File: src/rtl/cart_seq_pkg.sv
package cart_seq_pkg;
  localparam int IO_W = 8;

  typedef enum logic [1:0] {
    DIR_UNK = 2'd0,
    DIR_IN  = 2'd1,
    DIR_OUT = 2'd2
  } port_dir_e;

  typedef enum logic [2:0] {
    S_IDLE  = 3'd0,
    S_ISSUE = 3'd1,
    S_WAIT  = 3'd2,
    S_DONE  = 3'd3,
    S_ERR   = 3'd4
  } seq_state_e;

  typedef struct packed {
    logic            is_rd;
    logic [IO_W-1:0] port;
    logic [IO_W-1:0] data;
  } io_op_t;
endpackage

File: src/rtl/cart_seq_steps.sv
module cart_seq_steps
  import cart_seq_pkg::*;
#(
  parameter logic [7:0] PORT_BASE = 8'hB0,
  parameter int         HI_W      = 4
) (
  input  logic            op_write,
  input  logic [2:0]      step,
  input  logic [7:0]      addr_lo,
  input  logic [HI_W-1:0] addr_hi,
  input  logic [7:0]      wdata,
  output io_op_t          op
);
  localparam logic [7:0] P_LO   = PORT_BASE;
  localparam logic [7:0] P_HI   = PORT_BASE + 8'd1;
  localparam logic [7:0] P_DATA = PORT_BASE + 8'd2;
  localparam logic [7:0] P_MODE = PORT_BASE + 8'd3;
  localparam logic [7:0] MODE_OUT = 8'h80;
  localparam logic [7:0] MODE_IN  = 8'h89;
  localparam logic [7:0] B_CE   = 8'h40;
  localparam logic [7:0] B_OE   = 8'h80;

  logic [7:0] hi_ext;
  assign hi_ext = {{(8-HI_W){1'b0}}, addr_hi};

  always_comb begin
    op = '0;
    if (op_write) begin
      case (step)
        3'd0:    begin op.port = P_MODE; op.data = MODE_OUT; end
        3'd1:    begin op.port = P_DATA; op.data = wdata; end
        3'd2:    begin op.port = P_LO;   op.data = addr_lo; end
        3'd3:    begin op.port = P_HI;   op.data = B_CE | hi_ext; end
        default: begin op.port = P_HI;   op.data = hi_ext; end
      endcase
    end else begin
      case (step)
        3'd0:    begin op.port = P_MODE; op.data = MODE_IN; end
        3'd1:    begin op.port = P_LO;   op.data = addr_lo; end
        3'd2:    begin op.port = P_HI;   op.data = B_OE | B_CE | hi_ext; end
        3'd3:    begin op.port = P_DATA; op.is_rd = 1'b1; end
        default: begin op.port = P_HI;   op.data = B_OE | hi_ext; end
      endcase
    end
  end
endmodule

File: src/rtl/cart_seq_io_cycle.sv
module cart_seq_io_cycle
  import cart_seq_pkg::*;
#(
  parameter int STROBE_CLKS = 2
) (
  input  logic            clk,
  input  logic            rst,
  input  logic            start,
  input  io_op_t          op,
  input  logic [IO_W-1:0] io_rdata,
  output logic [IO_W-1:0] io_addr,
  output logic [IO_W-1:0] io_wdata,
  output logic            io_rd,
  output logic            io_wr,
  output logic            fin,
  output logic [IO_W-1:0] cap
);
  localparam int CW = $clog2(STROBE_CLKS + 1);
  localparam logic [CW-1:0] LAST = CW'(STROBE_CLKS - 1);

  logic          active;
  logic [CW-1:0] cnt;

  always_ff @(posedge clk) begin
    if (rst) begin
      active   <= 1'b0;
      cnt      <= '0;
      io_addr  <= '0;
      io_wdata <= '0;
      io_rd    <= 1'b0;
      io_wr    <= 1'b0;
      fin      <= 1'b0;
      cap      <= '0;
    end else begin
      fin <= 1'b0;
      if (active) begin
        if (cnt == LAST) begin
          if (io_rd) cap <= io_rdata;
          io_rd  <= 1'b0;
          io_wr  <= 1'b0;
          active <= 1'b0;
          fin    <= 1'b1;
        end else begin
          cnt <= cnt + 1'b1;
        end
      end else if (start) begin
        io_addr  <= op.port;
        io_wdata <= op.data;
        io_rd    <= op.is_rd;
        io_wr    <= ~op.is_rd;
        cnt      <= '0;
        active   <= 1'b1;
      end
    end
  end

  p_one_strobe_r7: assert property (@(posedge clk) disable iff (rst)
    !(io_rd && io_wr));
  p_hold_bus_r7: assert property (@(posedge clk) disable iff (rst)
    ((io_rd || io_wr) && $past(io_rd || io_wr)) |-> ($stable(io_addr) && $stable(io_wdata)));
  p_start_idle_r7: assert property (@(posedge clk) disable iff (rst)
    start |-> !(io_rd || io_wr));
  p_fin_gap_r7: assert property (@(posedge clk) disable iff (rst)
    fin |-> !(io_rd || io_wr));
endmodule

File: src/rtl/cart_access_seq.sv
module cart_access_seq
  import cart_seq_pkg::*;
#(
  parameter int         REQ_AW      = 16,
  parameter int         CART_AW     = 12,
  parameter int         STROBE_CLKS = 2,
  parameter logic [7:0] PORT_BASE   = 8'hB0
) (
  input  logic              clk,
  input  logic              rst,
  input  logic              req_valid,
  output logic              req_ready,
  input  logic              req_write,
  input  logic [REQ_AW-1:0] req_addr,
  input  logic [7:0]        req_wdata,
  output logic              resp_valid,
  output logic              resp_err,
  output logic [7:0]        resp_rdata,
  output logic [7:0]        io_addr,
  output logic [7:0]        io_wdata,
  output logic              io_rd,
  output logic              io_wr,
  input  logic [7:0]        io_rdata
);
  localparam int         HI_W      = CART_AW - 8;
  localparam logic [2:0] LAST_STEP = 3'd4;

  seq_state_e      st;
  port_dir_e       dir_q;
  logic            op_wr;
  logic [7:0]      a_lo;
  logic [HI_W-1:0] a_hi;
  logic [7:0]      wd;
  logic [2:0]      step;
  io_op_t          cur_op;
  logic            fin;
  logic [7:0]      cap;
  logic            accept;
  logic            out_of_range;
  port_dir_e       req_dir;
  port_dir_e       op_dir;

  assign accept       = req_valid && req_ready;
  assign out_of_range = |req_addr[REQ_AW-1:CART_AW];
  assign req_dir      = req_write ? DIR_OUT : DIR_IN;
  assign op_dir       = op_wr ? DIR_OUT : DIR_IN;

  always_ff @(posedge clk) begin
    if (rst) begin
      st         <= S_IDLE;
      dir_q      <= DIR_UNK;
      req_ready  <= 1'b1;
      resp_valid <= 1'b0;
      resp_err   <= 1'b0;
      resp_rdata <= '0;
      op_wr      <= 1'b0;
      a_lo       <= '0;
      a_hi       <= '0;
      wd         <= '0;
      step       <= '0;
    end else begin
      case (st)
        S_IDLE: begin
          if (accept) begin
            req_ready <= 1'b0;
            if (out_of_range) begin
              resp_err <= 1'b1;
              st       <= S_ERR;
            end else begin
              op_wr <= req_write;
              a_lo  <= req_addr[7:0];
              a_hi  <= req_addr[CART_AW-1:8];
              wd    <= req_wdata;
              step  <= (dir_q == req_dir) ? 3'd1 : 3'd0;
              st    <= S_ISSUE;
            end
          end
        end
        S_ISSUE: st <= S_WAIT;
        S_WAIT: begin
          if (fin) begin
            if (step == 3'd0) dir_q <= op_dir;
            if (step == LAST_STEP) begin
              resp_valid <= 1'b1;
              resp_rdata <= cap;
              st         <= S_DONE;
            end else begin
              step <= step + 3'd1;
              st   <= S_ISSUE;
            end
          end
        end
        S_DONE: begin
          resp_valid <= 1'b0;
          req_ready  <= 1'b1;
          st         <= S_IDLE;
        end
        default: begin
          resp_err  <= 1'b0;
          req_ready <= 1'b1;
          st        <= S_IDLE;
        end
      endcase
    end
  end

  cart_seq_steps #(.PORT_BASE(PORT_BASE), .HI_W(HI_W)) u_steps (
    .op_write (op_wr),
    .step     (step),
    .addr_lo  (a_lo),
    .addr_hi  (a_hi),
    .wdata    (wd),
    .op       (cur_op)
  );

  cart_seq_io_cycle #(.STROBE_CLKS(STROBE_CLKS)) u_cycle (
    .clk      (clk),
    .rst      (rst),
    .start    (st == S_ISSUE),
    .op       (cur_op),
    .io_rdata (io_rdata),
    .io_addr  (io_addr),
    .io_wdata (io_wdata),
    .io_rd    (io_rd),
    .io_wr    (io_wr),
    .fin      (fin),
    .cap      (cap)
  );

  p_busy_not_ready_r1: assert property (@(posedge clk) disable iff (rst)
    (io_rd || io_wr) |-> !req_ready);
  p_done_not_ready_r1: assert property (@(posedge clk) disable iff (rst)
    (resp_valid || resp_err) |-> !req_ready);
  p_hi_bits_zero_r5: assert property (@(posedge clk) disable iff (rst)
    (io_wr && io_addr == PORT_BASE + 8'd1) |-> (io_wdata[5:4] == 2'b00));
  p_no_contention_r6: assert property (@(posedge clk) disable iff (rst)
    (io_wr && io_addr == PORT_BASE + 8'd1 && io_wdata[7] && io_wdata[6]) |-> (dir_q == DIR_IN));
  p_done_pulse_r8: assert property (@(posedge clk) disable iff (rst)
    resp_valid |=> !resp_valid);
  p_err_quiet_r9: assert property (@(posedge clk) disable iff (rst)
    resp_err |-> (!io_rd && !io_wr && !resp_valid));
  p_err_pulse_r9: assert property (@(posedge clk) disable iff (rst)
    resp_err |=> !resp_err);
endmodule

File: config.mk
export PLATFORM = sky130hd
export DESIGN_NAME = cart_access_seq
export DESIGN_NICKNAME = d
export VERILOG_FILES = /design/src/rtl/cart_seq_pkg.sv /design/src/rtl/cart_seq_steps.sv /design/src/rtl/cart_seq_io_cycle.sv /design/src/rtl/cart_access_seq.sv
export SDC_FILE = /design/constraint.sdc
export NUM_CORES = 1
export LEC_CHECK = 0
export ABC_AREA = 0
export CAP_MARGIN = 20
export CORE_AREA = 2 2 74 76
export CTS_CLUSTER_DIAMETER = 30
export CTS_CLUSTER_SIZE = 25
export DETAILED_ROUTE_END_ITERATION = 8
export DIE_AREA = 0 0 76 78
export DONT_BUFFER_PORTS = 1
export PLACE_DENSITY = 0.7
export SYNTH_ARGS = -nofsm -noshare
export SYNTH_HDL_FRONTEND = slang
export SYNTH_SLANG_ARGS = --single-unit
File: constraint.sdc
create_clock -name clk -period 4.05 [get_ports clk]
set_clock_uncertainty 0.2 [all_clocks]
set_input_delay 0 -clock clk [delete_from_list [all_inputs] [get_ports clk]]
set_output_delay 0 -clock clk [all_outputs]
set_load 0.1 [all_outputs]
==> impl_metrics.toml <==
[status]
status = "finished, final reports clean"

[detailed_routing]
wl_met1_um = 2990
routed_wire_length_per_instance_um = 14.8
dr.first_iter.drc_count = 252
routed-via-count = 2528
detail_route.first_pass.iterations = 4
topRoutingLayerUsed = "met4"
total_length_of_routed_met2_wires_um = 3090
drc_violations_left = 0
detail_route.vias_per_cell = 5.68
route.antenna.remaining_nets = 0
post_detailed_routing_wire_length_um = 6570
metal3_wl_um = 399

[placement]
port-buffer-count = 0
post-dp-hpwl_um = 4160
placer_congestion = 0.813
detailed_place.area_sq_um = 2940

[floorplan]
initial_utilization_pct = 59.2
die_width_um = 76
fp.dieArea_sq_um = 5930
boundaryPins = 65
area_inside_the_core_boundary_sq_um = 5040
num_rows = 26
die_h_um = 78

[layout]
filler_cell_count = 419
final_layout_size_suffix_gt1_share_pct = 9.07
antennaDiodeCount = 0
highest_count_cells_in_the_layout_ignoring_fill_and_taps = "dfxtp_1 (64), nand2_1 (52), nor2_1 (41)"
layout.cell_area.non_filler_sq_um = 3540
finish.net_count = 413
layout_commonest_cell = "dfxtp_1"
flow.area_growth_from_synthesis_pct = 18.7

[yosys]
synth_cells = 345
part_of_the_yosys_area_used_for_sequential_elements_pct = 43.6
synth.lib_cells_used.distinct = 53
post_synth_instance_area_sq_um = 2990
synth_seq_cells = 65
async_reset_ff_share_pct = 0
ys.flop_type = "dfxtp_1"
number_of_flops_mapped_to_enable_cells_by_yosys = 0
synth-warning-count = 0
mean_area_per_synthesized_cell_sq_um = 8.65

[clock_tree]
ctsRootBufferMaster = "clkbuf_8"
ctsLongestPathBuffers = 2
clock_insertion_delay_worst_skew_ns = 0.34
tritoncts = "built"
numCtsBuffers = 9
post_cts_buffers = 0
clk_pin_slew_ns = 0.07
cts_hold_buf = 35
cts_sinks = 65
post_cts.resized_instances = 0
h-tree-depth = 3

[critical_path]
timing.critical_path.cells = "inv_1, ha_1, or3_1, a21oi_2, a311oi_1, o41ai_1"
maximum_net_fanout_on_the_critical_path = 11
arrival_time_at_the_worst_endpoint_ns = 2.40
crit_path_top_delay_cell = "dfxtp_1"
setup.worst_path.end_class = "register"
critPathBufInv = 1
worstSetupPathType = "reg -> reg"
worstPathRequired_ns = 4.08
critical-path-max-stage-delay_ns = 0.44
cell_family_with_most_cp_delay = "compound AO/OA/AOI/OAI gates"
startpoint_type = "register"

[global_route]
grt.total_usage_pct = 23.8
grt_first_pass_wirelength_um = 11300
grt_start_max_net_pins = 68
number_of_antenna_violations_at_the_first_check_in_global_routing = 0
first_global_vias = 2413
grt_remaining_overflow = 0

[pwr]
power_density_nw_per_um2 = 391
total_leakage_power_uw = 0.00128
power.ir.vdd_worst_v = 0.000268

[sta]
tightestPinTransition_ns = 1.01
setup-tns-final_ns = 0
maximum_clock_frequency_mhz = 422
setup_repair_after_global_routing_missed_its_margin = "false"
final_number_of_max_transition_violations = 0
period_share_pct = 58.5
period_needed_ns = 2.37
setup_violations = 0
slew_headroom_pct = 32.4
final-hold-violation-count = 0

[hold_path]
hold_path.class = "in -> reg"

[flow_run]
maxCapViolCount = 0
registers in the layout (all words and copies together) (netlist names), 2 cells and up:
name              cells
u_cycle.cap           8
wd                    8
st                    3
u_cycle.cnt           2
resp_rdata            8
u_cycle.io_addr       3
u_cycle.io_wdata      8
step                  3
dir_q                 2
a_hi                  4
a_lo                  8
power breakdown:
group          switching (uW)  leakage, uW  total (uW)  internal [uW]
Sequential               20.2     0.000525         664            644
Clock                     252     0.000119         640            387
Combinational            48.7     0.000636        82.6           33.9
area by class of cell:
class	instances	area, sq um	share of cell area [%]
Clock buffer	11	153	4.31
Clock inverter	5	86.3	2.44
Inverter	8	30.0	0.847
Multi-Input combinational cell	247	1490	41.9
Sequential cell	65	1310	36.8
Tap cell	70	87.6	2.47
Timing Repair Buffer	39	398	11.2
worst paths after layout:
kind	slack, ns	from	depth (start not counted)	to
max	1.68	step[0]	6	u_cycle.io_wdata[1]
min	0.005	req_addr[15]	5	wd[7]
max reg2reg	1.68	step[0]	6	u_cycle.io_wdata[1]
min reg2reg	0.26	a_lo[4]	2	a_lo[4]
synth_stat cells (all sizes together) (2+ instances only):
cell,count,share of area [%]
a211o,2,0.59
a211oi,4,1.0
a21boi,4,1.0
a21o,3,0.75
a21oi,32,5.5
a221oi,5,1.5
a22oi,5,1.3
a311oi,5,1.5
buf,16,4.3
clkbuf,9,1.1
dfxtp,65,44
ha,7,2.9
inv,8,1.0
mux2i,18,6.0
nand2,53,6.7
nand2b,8,1.7
nand3,6,1.0
nand3b,5,1.3
nor2,41,5.2
nor2b,2,0.42
nor3,4,0.84
nor4,2,0.42
o211ai,2,0.50
o21ai,9,1.5
o22ai,4,0.84
o41ai,3,1.1
or2,3,0.63
or3,3,0.80
through the flow:
stage          total power, uW  utilization [%]  setup slack, ns  instances  hold WS [ns]
2_1_floorplan              729                -             1.78        347       -0.0868
3_3_place_gp               721             58.3             1.76        394        -0.127
3_5_place_dp               722             58.3             1.72        394        -0.127
4_1_cts                   1400             70.3             1.70        445       0.00156
5_1_grt                   1430             70.3             1.43        445        0.0355
6_report                  1390             70.3             1.68        445       0.00496
kinds of logic (layout without fill, tap and decap cells):
group | count (synthesis) | in the layout | share of synthesized area, %
simple gates | 134 | 134 | 21.2
compound gates | 85 | 85 | 19.1
flops | 65 | 65 | 43.6
buf+inv | 35 | 63 | 7.08
mux | 18 | 18 | 6.04
fa+ha+maj | 7 | 7 | 2.93
other cells | 1 | 3 | 0.126
routing by layer:
metal | up-vias | global-route usage, %
li1 | 1253 | -
met1 | 1197 | 31.4
met2 | 68 | 37.9
met3 | 10 | 6.16
met4 | 0 | 8.91
met5 | - | 0
worst register-to-register path, cell delays in order (launching register included):
cell and delay (ns):
dfxtp_1 0.44, inv_1 0.12, ha_1 0.33, or3_1 0.43, a21oi_2 0.33, a311oi_1 0.10
o41ai_1 0.32
(Power assumes the default switching activity.)
